## src/rtl/irq_prio_pkg.sv

```systemverilog
package irq_prio_pkg;
  localparam int NSRC_DEF   = 5;
  localparam int SRC_VBLANK = 0;
  localparam int SRC_DISP   = 1;
  localparam int SRC_TIMER  = 2;
  localparam int SRC_LINK   = 3;
  localparam int SRC_KEYS   = 4;
endpackage

```

## src/rtl/irq_flag_regs.sv

```systemverilog
module irq_flag_regs #(
  parameter int NSRC = 5,
  parameter int DATA_W = 8,
  parameter int ADDR_W = 16,
  parameter logic [ADDR_W-1:0] EN_ADDR = 16'hFFFF,
  parameter logic [ADDR_W-1:0] FLAG_ADDR = 16'hFF0F
) (
  input  logic              clk,
  input  logic              rst,
  input  logic [ADDR_W-1:0] bus_addr,
  input  logic              bus_wr,
  input  logic              bus_rd,
  input  logic [DATA_W-1:0] bus_wdata,
  input  logic [NSRC-1:0]   dev_req,
  input  logic [NSRC-1:0]   clr_mask,
  output logic [NSRC-1:0]   ie_q,
  output logic [NSRC-1:0]   if_q,
  output logic [NSRC-1:0]   ie_next,
  output logic [NSRC-1:0]   if_next,
  output logic [DATA_W-1:0] rd_data
);
  logic en_hit, fl_hit;
  logic [NSRC-1:0] if_base;
  logic [DATA_W-1:0] rd_val;
  logic unused_hi;

  assign en_hit = (bus_addr == EN_ADDR);
  assign fl_hit = (bus_addr == FLAG_ADDR);
  assign unused_hi = ^bus_wdata[DATA_W-1:NSRC];

  assign ie_next = (bus_wr && en_hit) ? bus_wdata[NSRC-1:0] : ie_q;
  assign if_base = (bus_wr && fl_hit) ? bus_wdata[NSRC-1:0] : if_q;
  // acknowledge clear applied first, device set last so it dominates
  assign if_next = (if_base & ~clr_mask) | dev_req;

  always_comb begin
    rd_val = '0;
    if (en_hit) begin
      rd_val = '1;
      rd_val[NSRC-1:0] = ie_q;
    end else if (fl_hit) begin
      rd_val = '1;
      rd_val[NSRC-1:0] = if_q;
    end
  end

  always_ff @(posedge clk) begin
    if (rst) begin
      ie_q    <= '0;
      if_q    <= '0;
      rd_data <= '0;
    end else begin
      ie_q <= ie_next;
      if_q <= if_next;
      if (bus_rd) rd_data <= rd_val;
    end
  end
endmodule

```

## src/rtl/irq_prio_sel.sv

```systemverilog
module irq_prio_sel #(
  parameter int NSRC = 5,
  localparam int IDX_W = (NSRC > 1) ? $clog2(NSRC) : 1
) (
  input  logic [NSRC-1:0]  pend,
  output logic             any,
  output logic [NSRC-1:0]  oh,
  output logic [IDX_W-1:0] idx
);
  logic [NSRC:0] seen;
  assign seen[0] = 1'b0;

  genvar i;
  generate
    for (i = 0; i < NSRC; i++) begin : g_chain
      assign oh[i]     = pend[i] & ~seen[i];
      assign seen[i+1] = seen[i] | pend[i];
    end
  endgenerate

  assign any = seen[NSRC];

  always_comb begin
    idx = '0;
    for (int k = 0; k < NSRC; k++)
      if (oh[k]) idx = IDX_W'(k);
  end
endmodule

```

## src/rtl/irq_master_en.sv

```systemverilog
module irq_master_en (
  input  logic clk,
  input  logic rst,
  input  logic ime_set,
  input  logic ime_clr,
  input  logic reti,
  input  logic accept,
  output logic ime_q,
  output logic ime_next
);
  always_comb begin
    if (accept || ime_clr)     ime_next = 1'b0;
    else if (ime_set || reti)  ime_next = 1'b1;
    else                       ime_next = ime_q;
  end

  always_ff @(posedge clk) begin
    if (rst) ime_q <= 1'b0;
    else     ime_q <= ime_next;
  end
endmodule

```

## src/rtl/irq_prio_ctrl.sv

```systemverilog
module irq_prio_ctrl
  import irq_prio_pkg::*;
#(
  parameter int NSRC = NSRC_DEF,
  parameter int DATA_W = 8,
  parameter int ADDR_W = 16,
  parameter logic [ADDR_W-1:0] EN_ADDR = 16'hFFFF,
  parameter logic [ADDR_W-1:0] FLAG_ADDR = 16'hFF0F,
  parameter logic [DATA_W-1:0] VEC_BASE = 8'h40,
  parameter int VEC_STEP = 8
) (
  input  logic              clk,
  input  logic              rst,
  input  logic [ADDR_W-1:0] bus_addr,
  input  logic              bus_wr,
  input  logic              bus_rd,
  input  logic [DATA_W-1:0] bus_wdata,
  output logic [DATA_W-1:0] bus_rdata,
  input  logic [NSRC-1:0]   dev_req,
  input  logic              irq_ack,
  input  logic              ime_set,
  input  logic              ime_clr,
  input  logic              reti,
  output logic              irq_out,
  output logic [DATA_W-1:0] irq_vector,
  output logic              ime
);
  localparam int IDX_W = (NSRC > 1) ? $clog2(NSRC) : 1;

  logic [NSRC-1:0] ie_q, if_q, ie_next, if_next, clr_mask, pend_next, sel_oh, win_q;
  logic [IDX_W-1:0] sel_idx;
  logic sel_any, accept, ime_next;
  logic [DATA_W-1:0] vec_next;

  assign accept   = irq_ack && irq_out;
  assign clr_mask = accept ? win_q : '0;

  irq_flag_regs #(
    .NSRC(NSRC), .DATA_W(DATA_W), .ADDR_W(ADDR_W),
    .EN_ADDR(EN_ADDR), .FLAG_ADDR(FLAG_ADDR)
  ) u_regs (
    .clk(clk), .rst(rst), .bus_addr(bus_addr), .bus_wr(bus_wr),
    .bus_rd(bus_rd), .bus_wdata(bus_wdata), .dev_req(dev_req),
    .clr_mask(clr_mask), .ie_q(ie_q), .if_q(if_q),
    .ie_next(ie_next), .if_next(if_next), .rd_data(bus_rdata)
  );

  irq_master_en u_ime (
    .clk(clk), .rst(rst), .ime_set(ime_set), .ime_clr(ime_clr),
    .reti(reti), .accept(accept), .ime_q(ime), .ime_next(ime_next)
  );

  // arbitrate on next state so the registered outputs track the registers
  assign pend_next = ie_next & if_next & {NSRC{ime_next}};

  irq_prio_sel #(.NSRC(NSRC)) u_sel (
    .pend(pend_next), .any(sel_any), .oh(sel_oh), .idx(sel_idx)
  );

  assign vec_next = VEC_BASE + DATA_W'(VEC_STEP * int'(sel_idx));

  always_ff @(posedge clk) begin
    if (rst) begin
      irq_out    <= 1'b0;
      irq_vector <= '0;
      win_q      <= '0;
    end else begin
      irq_out    <= sel_any;
      irq_vector <= sel_any ? vec_next : '0;
      win_q      <= sel_oh;
    end
  end
endmodule

```

## config.mk

```make
export PLATFORM = sky130hd
export DESIGN_NAME = irq_prio_ctrl
export DESIGN_NICKNAME = d
export VERILOG_FILES = /design/src/rtl/irq_prio_pkg.sv /design/src/rtl/irq_flag_regs.sv /design/src/rtl/irq_prio_sel.sv /design/src/rtl/irq_master_en.sv /design/src/rtl/irq_prio_ctrl.sv
export SDC_FILE = /design/constraint.sdc
export NUM_CORES = 1
export LEC_CHECK = 0
export BUFFER_PORTS_ARGS = -buffer_cell sky130_fd_sc_hd__buf_2
export CORE_ASPECT_RATIO = 1.4
export CORE_MARGIN = 8
export CORE_UTILIZATION = 50
export CTS_CLUSTER_SIZE = 16
export DETAILED_ROUTE_END_ITERATION = 8
export PLACE_DENSITY = 0.83
export SLEW_MARGIN = 20
export SYNTH_ARGS = -nofsm -noshare
export SYNTH_HDL_FRONTEND = slang
export SYNTH_SLANG_ARGS = --single-unit
export TNS_END_PERCENT = 1
```

## constraint.sdc

```tcl
create_clock -name clk -period 3.6 [get_ports clk]
set_clock_uncertainty 0.2 [all_clocks]
set_input_delay 0.18 -clock clk [delete_from_list [all_inputs] [get_ports clk]]
set_output_delay 0.18 -clock clk [all_outputs]
set_load 0.02 [all_outputs]
```

=== After elaboration in Yosys (flattened, before gate mapping) ===
Index checks and enable logic that the tools add are counted.

* Add/subtract/negate cells: 1
* Equal/unequal tests: 2
* Mux-type cells: 11
* Bitwise gates (word level): 18
* Reductions and logical operators: 6

{| class="wikitable"
|+ Operators by type and width
! operator !! count
|-
| equality test 16 bit, second input constant || 2
|-
| two-way mux 8 bit || 2
|-
| bitwise AND 5 bit || 3
|-
| two-way mux 5 bit || 3
|-
| two-way mux 3 bit || 3
|-
| adder 7 x 6 -> 8 bit, first input constant || 1
|-
| inverter 1 bit || 5
|-
| inverter 5 bit || 1
|-
| bitwise OR 5 bit || 1
|-
| bitwise AND 1 bit || 4
|-
| bitwise OR 1 bit || 4
|-
| logical AND 1 bit || 3
|-
| two-way mux 1 bit || 3
|-
| logical OR 1 bit || 2
|-
| OR reduction 2 bit || 1
|}

* Register bits: 33
* Output and inout bits: 18

=== Depth between registers and ports, before layout ===
Gate-level depths: netlist of run 1.

* Depth in word-level cells: 14
* Mapped depth: 6

=== Cells and area by module ===
A second synthesis of run 1 with hierarchy kept.

* Cell total of the unflattened synthesis: 154
* Area, all modules: 1398.8 um2

{| class="wikitable"
|+ By module, submodules not included
! module !! instances !! cells each !! area an instance (um2)
|-
| irq_flag_regs || 1 || 101 || 873.3
|-
| irq_prio_ctrl || 1 || 36 || 394.1
|-
| irq_prio_sel || 1 || 13 || 83.8
|-
| irq_master_en || 1 || 4 || 47.5
|}

=== Worst setup path after synthesis of run 1 ===
Ideal clock, no wire load.

* Kind: input port to flip-flop
* Start point: input bus_addr[5]
* End point: register irq_vector[5]
* Arrival time: 1.965 ns
* Data required time: 3.284 ns
* Setup slack: 1.319 ns
* Stages: 6
* Cells stage by stage: or4_4 -> nor4_4 -> mux2_2 -> and2_2 -> o32a_4 -> and4_1

* Longest elaborated chain between the ends: 14

{| class="wikitable"
|+ Ends and longest elaborated chain
! what !! RTL line !! text
|-
| start: declaration || irq_prio_ctrl.sv:14 || <nowiki>input logic [ADDR_W-1:0] bus_addr,</nowiki>
|-
| equality test 16 bit || irq_flag_regs.sv:28 || <nowiki>assign fl_hit = (bus_addr == FLAG_ADDR);</nowiki>
|-
| logical AND 1 bit || irq_flag_regs.sv:32 || <nowiki>assign if_base = (bus_wr && fl_hit) ? bus_wdata[NSRC-1:0] : if_q;</nowiki>
|-
| two-way mux 5 bit || irq_flag_regs.sv:32 ||
|-
| bitwise AND 5 bit || irq_flag_regs.sv:34 || <nowiki>assign if_next = (if_base & ~clr_mask) | dev_req;</nowiki>
|-
| bitwise OR 5 bit || irq_flag_regs.sv:34 ||
|-
| bitwise AND 5 bit (*) (2 in series) || irq_prio_ctrl.sv:54 || <nowiki>assign pend_next = ie_next & if_next & {NSRC{ime_next}};</nowiki>
|-
| inverter 1 bit / bitwise OR 1 bit (equally long branches) || irq_prio_sel.sv:16, irq_prio_sel.sv:17 ||
|-
| bitwise AND 1 bit, or another cell as far along || irq_prio_sel.sv:16 || <nowiki>assign oh[i] = pend[i] & ~seen[i];</nowiki>
|-
| two-way mux 1 bit, or another cell as far along || irq_prio_sel.sv:26 || <nowiki>if (oh[k]) idx = IDX_W'(k);</nowiki>
|-
| two-way mux 3 bit, or another cell as far along || irq_prio_sel.sv:26 ||
|-
| two-way mux 3 bit / bitwise AND 1 bit (equally long branches) || irq_prio_sel.sv:26, irq_prio_sel.sv:16 ||
|-
| two-way mux 3 bit || irq_prio_sel.sv:26 ||
|-
| adder 7 x 6 -> 8 bit || irq_prio_ctrl.sv:60 || <nowiki>assign vec_next = VEC_BASE + DATA_W'(VEC_STEP * int'(sel_idx));</nowiki>
|-
| end signal: assignment || irq_prio_ctrl.sv:69 || <nowiki>irq_vector <= sel_any ? vec_next : '0;</nowiki>
|-
| end: declaration || irq_prio_ctrl.sv:25 || <nowiki>output logic [DATA_W-1:0] irq_vector,</nowiki>
|}

Mark *: on every way between the ends. The rest lies on a longest branch, timed or not.
A chain may end at the register's enable or synchronous reset.

=== Final worst setup path of run 1 ===
* Start point: input bus_addr[5]
* End point: register win_q[4]

* Longest elaborated chain between the ends: 12

{| class="wikitable"
|+ Ends and longest elaborated chain
! what !! RTL line !! text
|-
| equality test 16 bit || irq_flag_regs.sv:28 ||
|-
| logical AND 1 bit || irq_flag_regs.sv:32 ||
|-
| two-way mux 5 bit || irq_flag_regs.sv:32 ||
|-
| bitwise AND 5 bit || irq_flag_regs.sv:34 ||
|-
| bitwise OR 5 bit || irq_flag_regs.sv:34 ||
|-
| bitwise AND 5 bit (*) (2 in series) || irq_prio_ctrl.sv:54 ||
|-
| bitwise OR 1 bit (3 in series) || irq_prio_sel.sv:17 || <nowiki>assign seen[i+1] = seen[i] | pend[i];</nowiki>
|-
| inverter 1 bit || irq_prio_sel.sv:16 ||
|-
| bitwise AND 1 bit (*) || irq_prio_sel.sv:16 ||
|-
| end signal: assignment || irq_prio_ctrl.sv:70 || <nowiki>win_q <= sel_oh;</nowiki>
|-
| end: declaration || irq_prio_ctrl.sv:30 || <nowiki>logic [NSRC-1:0] ie_q, if_q, ie_next, if_next, clr_mask, pend_next, sel_oh, win_q;</nowiki>
|}

Marks and branches as above.

==> flow_summary_export.csv, run 1 <==
group,metric,value,unit
timing,layout_min_cycle_time,2.347,ns
floorplan,io_pins,55,
flow_run,maxCapViolations,0,
critical_path,timing.rr.end,"win_q[4]$_SDFF_PP0_",
critical_path,cp_slowest_cell,"or4_4",
routing,firstDrtPassIters,4,
timing,fin_tns_setup,0,ns
critical_path,crit_fanout,7,
yosys,ys_warn_count,0,
yosys,synth_edf_count,0,
power_and_ir_drop,p_sw,0.1424,mW
critical_path,cp-endpoint,"win_q[4]$_SDFF_PP0_",
timing,tightest_slew,0.9025,ns
yosys,synth_seq_area_share,0.4146,
timing,setup_violations,0,
floorplan,rows,22,
yosys,avgSynthCellArea,9.313,um2
floorplan,die_h,76.42,um
clocking,clk_latency,0.33,ns
final_layout,multi_input_area,703.2,um2
final_layout,synthToLayoutAreaGrowth,26.78,%
critical_path,r2r-start,"irq_out$_SDFF_PP0_",
timing,relSlewSlack,0.3928,
clocking,cts_sinks,27,
critical_path,crit_path_start,"bus_addr[5]",
grt,grt_max_degree,24,
placed_design,dpl.hpwl,2712,um
critical_path,start_kind,"primary input",
routing,drc,0,
power_and_ir_drop,sw_frac_of_total,0.2701,
power_and_ir_drop,leakage,0.7168,nW
yosys,synthArstFlopShare,0,
floorplan,core,2560,um2
critical_path,cp.depth,7,
yosys,synth_ff_type,"dfxtp_1",
routing,route.antenna.remaining_nets,0,
power_and_ir_drop,vdd_ir_drop_max,0.3077,mV
clocking,root_buffer,"clkbuf_4",
critical_path,cp-end-kind,"flop",
grt,grt_use_total,0.1645,
critical_path,regToRegSetupSlack,1.57,ns
placed_design,gp_congestion,0.8689,
power_and_ir_drop,power_density,319.1,nW/um2
grt,grt_pass1_wl,6044,um
critical_path,worstPathRequired,3.64,ns
clocking,cts_buffers,3,
timing,fin_hold_ws,0.03230,ns
floorplan,start_util,0.5093,
critical_path,crit_family,"simple AND/OR/NAND/NOR gates",
critical_path,ff2ff_path_depth,6,
floorplan,die_w,59.16,um
final_layout,drive_gt1_frac,0.3454,
yosys,synth_area,1304,um2
placed_design,place_area,1535,um2
power_and_ir_drop,clkPwrFrac,0.249,
power_and_ir_drop,p_comb_frac,0.159,
routing,viasPerCell,5.657,
critical_path,path_cells,"buf_2, or4_4, nor4_4, mux2_2, a22oi_1, o21ai_1, and4_1",
final_layout,fillers,224,
critical_path,critPathKind,"primary input to flop",
clocking,clockBufferDepth,2,
timing,period_share,0.6520,
clocking,cts_tree,"done",
critical_path,path_buf_inv,1,
critical_path,slowest_delay,0.55,ns
timing,rsz0062_at_grt,"no",
final_layout,fin_area,1653,um2
grt,grt_overflow,0,
critical_path,cp.arrival,2.39,ns
timing,max_freq,426.0,MHz
power_and_ir_drop,pwr-share-seq,0.593,
final_layout,diodes,0,
routing,routedWlPerCell,15.58,um
min_path,min_path_type,"primary input to flop",
clocking,clk_pin_slew_worst_paths,0.14,ns
power_and_ir_drop,finalPower,0.5273,mW
routing,drtIter0Drc,51,
yosys,ys_types,38,
yosys,synth_seq_cells,27,
power_and_ir_drop,intPower,0.3849,mW
yosys,synthCells,140,
floorplan,die_area,4521,um2
timing,drv_slew,0,
placed_design,portBuffers,47,
routing,vias,1301,
clocking,post_cts_resized,0,
routing,routed_wl,3584,um
timing,finalHoldViolCount,0,
timing,setup_slack,1.253,ns
grt,antenna_found_initial,0,
final_layout,ff_latch_area,540.5,um2
run_status,status,"finished, final reports clean",
placed_design,place_ws,0.9115,ns
grt,grt_pass1_vias,1372,
final_layout,layout.nets,232,
clocking,h-tree-depth,1,
==> flip-flops by register name, summed over array words and instances, names as in the netlist <==
| name | cells |
|---|---|
| u_regs.rd_data | 6 |
| u_regs.ie_q | 5 |
| u_regs.if_q | 5 |
| win_q | 5 |
| irq_vector | 4 |
| irq_out | 1 |
| u_ime.ime_q | 1 |
==> layout by cell type (no fill, tap or decap), drive strengths merged, types with 5 or more instances in the layout <==
cell type    synthesis  routed
a211oi               7       7
a21oi                5       5
a22oi                7       7
a31oi                6       6
buf                  7      48
dfxtp               27      27
dlygate4sd3          0       9
nand2                9       9
nand3               11      11
nand4                5       5
nor2                16      16
nor4                 5       5
==> cell type report <==
cell class | instances | area share
sequential | 27 | 0.3270
multi-input combinational | 105 | 0.4254
clock inverter | 1 | 0.003028
tap | 36 | 0.02725
timing repair buffer | 57 | 0.2014
inverter | 1 | 0.002271
clock buffer | 3 | 0.01363
==> through the flow <==
step	util	std cells
2_1_floorplan	-	143
3_3_place_gp	0.5997	217
3_5_place_dp	0.5997	217
4_1_cts	0.6457	230
5_1_grt	0.6457	230
6_report	0.6457	230
==> tightest hold or removal path: stages <==
cell and delay (ns):
buf_2 0.09, a211oi_1 0.10, nand2_1 0.10, a221oi_2 0.06
==> cells by family (layout without fill, tap and decap cells) <==
kind of cell / count (synthesis) / count (layout) / share of synthesized area
muxes: 5 / 5 / 0.04127
DFF: 27 / 27 / 0.4146
other: 1 / 4 / 0.002876
AOI/OAI and AO/OA: 36 / 36 / 0.2150
buffers and inverters: 11 / 62 / 0.05470
and+or+nand+nor: 60 / 60 / 0.2716
==> power groups by stage <==
stage / registers, mW / clock network (mW) / logic (mW)
after floorplan: 0.323 / 0 / 0.0430
after global placement: 0.319 / 0 / 0.0718
after detailed placement: 0.319 / 0 / 0.0745
after CTS: 0.312 / 0.133 / 0.0822
after global routing: 0.314 / 0.148 / 0.0918
final: 0.313 / 0.131 / 0.0837
==> Yosys cell counts, types with 2 or more instances <==
master / instances / area [um2]
or3_1: 2 / 12.51
clkbuf_1: 3 / 11.26
mux2_2: 3 / 33.78
nand4_1: 4 / 25.02
o21ai_1: 4 / 20.02
a211oi_1: 7 / 52.55
a21oi_1: 5 / 25.02
buf_4: 6 / 45.04
nor4_4: 2 / 42.54
and4_1: 2 / 17.52
dfxtp_1: 27 / 540.5
nand3_1: 11 / 55.05
nor2_1: 16 / 60.06
mux2i_1: 2 / 20.02
a31oi_1: 6 / 37.54
nor3_1: 3 / 15.01
nor4_1: 3 / 18.77
nand2_1: 9 / 33.78
a22oi_1: 6 / 45.04
==> metal layers <==
metal	track usage	vias up	wire (um)
li1	-	632	-
met1	0.1680	591	1263
met2	0.2829	60	1920
met3	0.06081	18	277
met4	0.07452	0	124
met5	0	-	0
==> how the worst min path moves through the flow <==
| stage | startpoint | end | cells past startpoint |
|---|---|---|---|
| floorplan | rst | irq_vector[3]$_SDFF_PP0_ | 1 |
| global placement | dev_req[2] | u_regs.if_q[2]$_SDFF_PP0_ | 3 |
| detailed placement | dev_req[2] | u_regs.if_q[2]$_SDFF_PP0_ | 3 |
| CTS | ime_clr | irq_vector[3]$_SDFF_PP0_ | 4 |
| global route | bus_wdata[2] | u_regs.ie_q[2]$_SDFF_PP0_ | 3 |
| finish | ime_clr | irq_vector[3]$_SDFF_PP0_ | 4 |
==> repair_timing <==
item	in CTS	in global routing
buffers inserted	0	0
hold buffers	9	0
setup endpoints to repair	0	0
endpoints found under the hold margin	14	0
Power figures use the tool's default switching activity.
==> run 2, diff against run 1 <==
ABC_AREA = 1   (was default)
CORE_UTILIZATION = 47   (was 50)
PLACE_DENSITY = 0.78   (was 0.83)
clock period = 2.2 ns   (was 3.6 ns; I/O delays follow)
==> run 2 against run 1 <==
  * Global-route usage down 3.8 points
  * Combinational power up 51%
  * Routed wire length down 18%
  * Critical path depth up 3
  * Setup slack worse by 0.70 ns
  * Sequential power up 62%
  * Critical path type is now flop to flop
  * Sequential share of layout area down 1.2 points
  * Highest routed layer unchanged
  * Count of clock-buffer cells in the layout up 1
  * Total power up 72%
==> flow_summary_export.csv, run 2 <==
group,metric,value,unit
run_status,status,"finished, final reports clean",
min_path,hold-path-endpoint,"u_regs.ie_q[1]$_SDFF_PP0_",
yosys,synth_seq_cells,27,
timing,max_freq,608.2,MHz
timing,period_share,0.7474,
yosys,ys_types,25,
critical_path,path_cells,"nand2_1, inv_1, nor3_1, inv_1, nor2_1, nand2_4, nand3_1, nor2_1, nor2_1, nor2_1",
routing,route.antenna.remaining_nets,0,
yosys,synth_edf_count,0,
critical_path,crit_fanout,6,
timing,fin_hold_ws,0.008053,ns
yosys,ys_top_cells_by_count,"nand2_1, inv_1, dfxtp_1, nor2_1, nand3_1",
routing,vias,1312,
timing,fin_tns_setup,0,ns
critical_path,cp_slowest_cell,"dfxtp_1",
routing,firstDrtPassIters,3,
clocking,root_buffer,"clkbuf_8",
final_layout,mostFrequentLayoutCell,"nand2_1",
final_layout,multi_input_area,668.1,um2
floorplan,start_util,0.4876,
placed_design,place_ws,0.4091,ns
critical_path,path_buf_inv,2,
grt,antenna_found_initial,0,
critical_path,worstPathRequired,2.17,ns
yosys,synthTopCellsByArea,"dfxtp_1, nand2_1, inv_1",
flow_run,maxCapViolations,0,
clocking,h-tree-depth,1,
final_layout,synthToLayoutAreaGrowth,24.93,%
routing,drc,0,
routing,drtIter0Drc,9,
power_and_ir_drop,finalPower,0.9061,mW
critical_path,cp-end-kind,"flop",
final_layout,fillers,297,
timing,setup_slack,0.5558,ns
routing,routedWlPerCell,10.30,um
final_layout,largest_reg_flops,6,
timing,layout_min_cycle_time,1.644,ns
clocking,clk_pin_slew_worst_paths,0.09,ns
yosys,synthMostInstantiatedCell,"nand2_1",
final_layout,fin_cells,287,
clocking,clk_latency,0.27,ns
yosys,synth_area,1375,um2
timing,drv_slew,0,
placed_design,dpl.hpwl,2474,um
routing,viasPerCell,4.571,
final_layout,drive_gt1_frac,0.2680,
min_path,hold_depth,5,
yosys,synth_seq_area_share,0.3931,
yosys,ys_warn_count,0,
final_layout,layout.nets,288,
floorplan,die_area,4937,um2
yosys,yosys.area.top_type_share,0.3931,
floorplan,rows,23,
placed_design,portBuffers,47,
grt,grt_pass1_vias,1269,
final_layout,ff_latch_area,540.5,um2
clocking,cts_sinks,27,
power_and_ir_drop,vdd_ir_drop_max,0.3534,mV
routing,routed_wl,2956,um
yosys,synth_ff_type,"dfxtp_1",
critical_path,timing.rr.end,"irq_vector[3]$_SDFF_PP0_",
yosys,synthArstFlopShare,0,
critical_path,crit_family,"simple AND/OR/NAND/NOR gates",
critical_path,slowest_delay,0.32,ns
floorplan,core,2820,um2
timing,setup_violations,0,
clocking,cts_buffers,3,
yosys,yosys.area.top_type,"dfxtp_1",
yosys,avgSynthCellArea,6.910,um2
grt,grt_pass1_wl,4954,um
clocking,cts_tree,"done",
floorplan,die_w,61.72,um
final_layout,diodes,0,
power_and_ir_drop,power_density,527.4,nW/um2
critical_path,cp.arrival,1.62,ns
placed_design,dp_cells,276,
final_layout,top_register,"u_regs.rd_data",
critical_path,start_kind,"flop",
floorplan,die_h,80,um
grt,grt_max_degree,18,
min_path,min_path_type,"primary input to flop",
grt,grt_use_total,0.1269,
critical_path,cp_common_cell,"nor2_1",
final_layout,final_cell_mix,"nand2_1, buf_2, inv_1, nor2_1, dfxtp_1",
critical_path,regToRegSetupSlack,0.56,ns
critical_path,critPathKind,"flop to flop",
placed_design,gp_congestion,0.7620,
timing,rsz0062_at_grt,"no",
grt,grt_overflow,0,
clocking,clockBufferDepth,2,
yosys,synthCells,199,
critical_path,r2r-start,"irq_out$_SDFF_PP0_",
timing,finalHoldViolCount,0,
min_path,holdCritStartpoint,"bus_wdata[1]",
clocking,post_cts_resized,0,
critical_path,ff2ff_path_depth,10,
floorplan,io_pins,55,
power_and_ir_drop,leakage,0.9731,nW
run 2: area by class of cell:
class	instances	area share
Clock buffer	4	0.02622
Inverter	30	0.06555
Multi-Input combinational cell	135	0.3889
Sequential cell	27	0.3146
Tap cell	37	0.02695
Timing Repair Buffer	54	0.1777
run 2: power breakdown:
group | switching (mW) | internal, mW | total, mW
clock network | 0.145 | 0.130 | 0.275
registers | 0.00458 | 0.501 | 0.506
logic | 0.0728 | 0.0527 | 0.126
total | 0.223 | 0.683 | 0.906
run 2: worst max path at each step:
stage,from,cells past startpoint,to
floorplan,irq_out$_SDFF_PP0_,10,irq_vector[3]$_SDFF_PP0_
global placement,bus_addr[5],13,irq_vector[3]$_SDFF_PP0_
detailed placement,bus_addr[5],13,irq_vector[3]$_SDFF_PP0_
CTS,irq_out$_SDFF_PP0_,10,irq_vector[3]$_SDFF_PP0_
global route,irq_out$_SDFF_PP0_,10,irq_vector[3]$_SDFF_PP0_
finish,irq_out$_SDFF_PP0_,10,irq_vector[3]$_SDFF_PP0_
run 2: metal layers:
layer,global-route usage,wire [um]
met1,0.1184,1097
met5,0,0
met2,0.2484,1651
met3,0.02097,161
met4,0.05492,46
run 2: worst reg2reg max path: stages, from the launching register on:
cell	delay [ns]
dfxtp_1	0.32
nand2_1	0.05
inv_1	0.09
nor3_1	0.19
inv_1	0.13
nor2_1	0.22
nand2_4	0.10
nand3_1	0.09
nor2_1	0.05
nor2_1	0.08
nor2_1	0.05
run 2: metrics by stage:
step | utilization | cell area [um2]
5_1_grt | 0.6091 | 1718
3_5_place_dp | 0.5683 | 1603
4_1_cts | 0.6091 | 1718
3_3_place_gp | 0.5683 | 1603
2_1_floorplan | - | 1386
6_report | 0.6091 | 1718
run 2: cell families after synthesis:
kind of cell           count (synthesis)  share of synthesized area
muxes                                  1                   0.007280
other                                  1                   0.002727
DFF                                   27                     0.3931
AOI/OAI and AO/OA                     13                    0.06733
buffers and inverters                 40                     0.1292
and+or+nand+nor                      117                     0.4004
run 2: repair_timing:
item / in CTS / in global routing
buffers inserted: 0 / 0
hold buffers: 7 / 0
endpoints found under the hold margin: 7 / 0
==> run 3, diff against run 2 <==
clock period = 1.6 ns   (was 2.2 ns; I/O delays follow)
==> run 3 against run 2 <==
  * The run now ends with negative hold slack left
  * Hold slack worse by 0.061 ns
  * Setup slack got worse by 0.50 ns
  * Global-route usage grew 1.0 points
  * Non-clock buffer count increased by 7
  * First-iteration DRC count up 110%
  * Design area rose by 5.2%
  * Total power up 39%
  * Utilization rose by 3.1 points
  * Final cell count up 2.4%
  * Die area did not move
  * Routed wire length increased by 13%
  * Sequential power increased by 38%
  * Critical path type is now primary input to flop
==> flow_summary_export.csv, run 3 (synthesized netlist as in run 2, its figures left out) <==
group,metric,value,unit
floorplan,die_h,80,um
clocking,clk_latency,0.27,ns
clocking,post-cts-setup-buffers,0,
routing,drtIter0Drc,19,
routing,viasPerCell,4.660,
timing,period_share,0.9640,
grt,grt_use_total,0.1372,
clocking,cts_tree,"done",
critical_path,cp-end-kind,"flop",
routing,vias,1370,
final_layout,multi_input_area,696.9,um2
timing,rsz0062_at_grt,"yes",
routing,firstDrtPassIters,4,
floorplan,start_util,0.4876,
placed_design,place_ws,-0.1184,ns
placed_design,place_area,1640,um2
final_layout,ff_latch_area,540.5,um2
flow_run,maxCapViolations,0,
min_path,min_path_type,"primary input to flop",
clocking,clk_pin_slew_worst_paths,0.09,ns
final_layout,layout.nets,295,
routing,drc,0,
clocking,root_buffer,"clkbuf_8",
final_layout,mostFrequentLayoutCell,"nand2_1",
floorplan,io_pins,55,
clocking,cts_sinks,27,
grt,grt_pass1_wl,5361,um
grt,grt_pass1_vias,1340,
critical_path,cp_slowest_cell,"dlygate4sd3_1",
grt,antenna_found_initial,0,
timing,fin_hold_ws,-0.05255,ns
timing,setup_slack,0.05760,ns
critical_path,start_kind,"primary input",
run_status,violations,"negative hold slack",
routing,route.antenna.remaining_nets,0,
power_and_ir_drop,power_density,698.7,nW/um2
clocking,cts_buffers,3,
timing,layout_min_cycle_time,1.542,ns
run_status,status,"complete, but fails checks",
grt,grt_max_degree,18,
clocking,h-tree-depth,1,
power_and_ir_drop,intPower,0.9439,mW
final_layout,drive_gt1_frac,0.3035,
final_layout,top_register,"u_regs.rd_data",
power_and_ir_drop,clkPwrFrac,0.304,
critical_path,cp.arrival,1.51,ns
min_path,holdCritStartpoint,"ime_clr",
critical_path,cp_common_cell,"dlygate4sd3_1",
power_and_ir_drop,finalPower,1.262,mW
critical_path,critPathKind,"primary input to flop",
final_layout,fillers,308,
power_and_ir_drop,leakage,1.017,nW
grt,grt_overflow,0,
timing,fin_tns_setup,0,ns
critical_path,crit_path_start,"rst",
power_and_ir_drop,pwr-share-seq,0.551,
timing,setup_violations,0,
timing,max_freq,648.3,MHz
critical_path,path_cells,"dlygate4sd3_1, clkbuf_4, nor2_1, dlygate4sd3_1",
final_layout,final_cell_mix,"nand2_1, buf_2, inv_1, dfxtp_1, nor2_1",
placed_design,portBuffers,47,
floorplan,die_area,4937,um2
power_and_ir_drop,vdd_ir_drop_max,0.5594,mV
routing,routed_wl,3335,um
timing,drv_slew,0,
final_layout,synthToLayoutAreaGrowth,31.39,%
floorplan,rows,23,
power_and_ir_drop,p_comb_frac,0.145,
critical_path,worstPathRequired,1.56,ns
clocking,postCtsHoldBufs,9,
critical_path,regToRegSetupSlack,0.09,ns
final_layout,largest_reg_flops,6,
final_layout,fin_area,1807,um2
final_layout,diodes,0,
critical_path,slowest_delay,0.56,ns
floorplan,die_w,61.72,um
critical_path,r2r-start,"irq_out$_SDFF_PP0_",
timing,finalHoldViolCount,2,
critical_path,crit_fanout,17,
routing,routedWlPerCell,11.34,um
placed_design,gp_congestion,0.7733,
floorplan,core,2820,um2
clocking,clockBufferDepth,2,
placed_design,dpl.hpwl,2542,um
power_and_ir_drop,sw_frac_of_total,0.2524,
power_and_ir_drop,p_sw,0.3186,mW
## run 3: cell types whose count changed in the layout (fill, tap and decap cells not counted), moves of 2 or more
| cell | delta |
|---|---|
| nand3_1 | -2 |
| buf_4 | +5 |
| nand3_2 | +2 |
| dlygate4sd3_1 | +2 |
## run 3: per-layer routing
metal / part of all wire / global-route usage / vias up
met5: 0 / 0 / -
met4: 0.0084 / 0.04805 / 0
met3: 0.056 / 0.02097 / 4
met2: 0.57 / 0.2755 / 33
met1: 0.36 / 0.1274 / 603
li1: - / - / 730
## run 3: repair_timing
action / in CTS / in global routing
resized for setup: 0 / 8
endpoints found under the hold margin: 11 / 1
setup endpoints to repair: 0 / 5
## run 3: power by group through the flow
stage	logic (mW)	clock network (mW)	registers, mW
final	0.183	0.384	0.696
after detailed placement	0.161	0	0.712
after floorplan	0.0965	0	0.722
after global placement	0.158	0	0.711
after CTS	0.176	0.385	0.696
after global routing	0.203	0.414	0.698
## run 3: path summary, 6_finish.rpt
| path | to | cells past startpoint |
|---|---|---|
| max | u_regs.ie_q[1]$_SDFF_PP0_ | 4 |
| min | u_ime.ime_q$_SDFF_PP0_ | 4 |
| max reg2reg | irq_vector[3]$_SDFF_PP0_ | 10 |
| min reg2reg | u_regs.rd_data[1]$_SDFFE_PP0P_ | 2 |
## run 3: cell type report
| type | instances | area share |
|---|---|---|
| clock buffers | 4 | 0.02493 |
| well taps | 37 | 0.02562 |
| inverters | 30 | 0.06233 |
| repair buffers | 61 | 0.2022 |
| multi-input cells | 135 | 0.3857 |
| flip-flops and latches | 27 | 0.2992 |
## run 3: stage by stage
| stage | std cells | utilization |
|---|---|---|
| floorplan | 202 | - |
| global placement | 281 | 0.5816 |
| detailed placement | 281 | 0.5816 |
| CTS | 294 | 0.6295 |
| global route | 294 | 0.6406 |
| finish | 294 | 0.6406 |
## run 3: critical path, delay by kind of cell
family / cells / cell delay (ns)
buffers and inverters: 3 / 1.33
AND/OR/NAND/NOR: 1 / 0.09
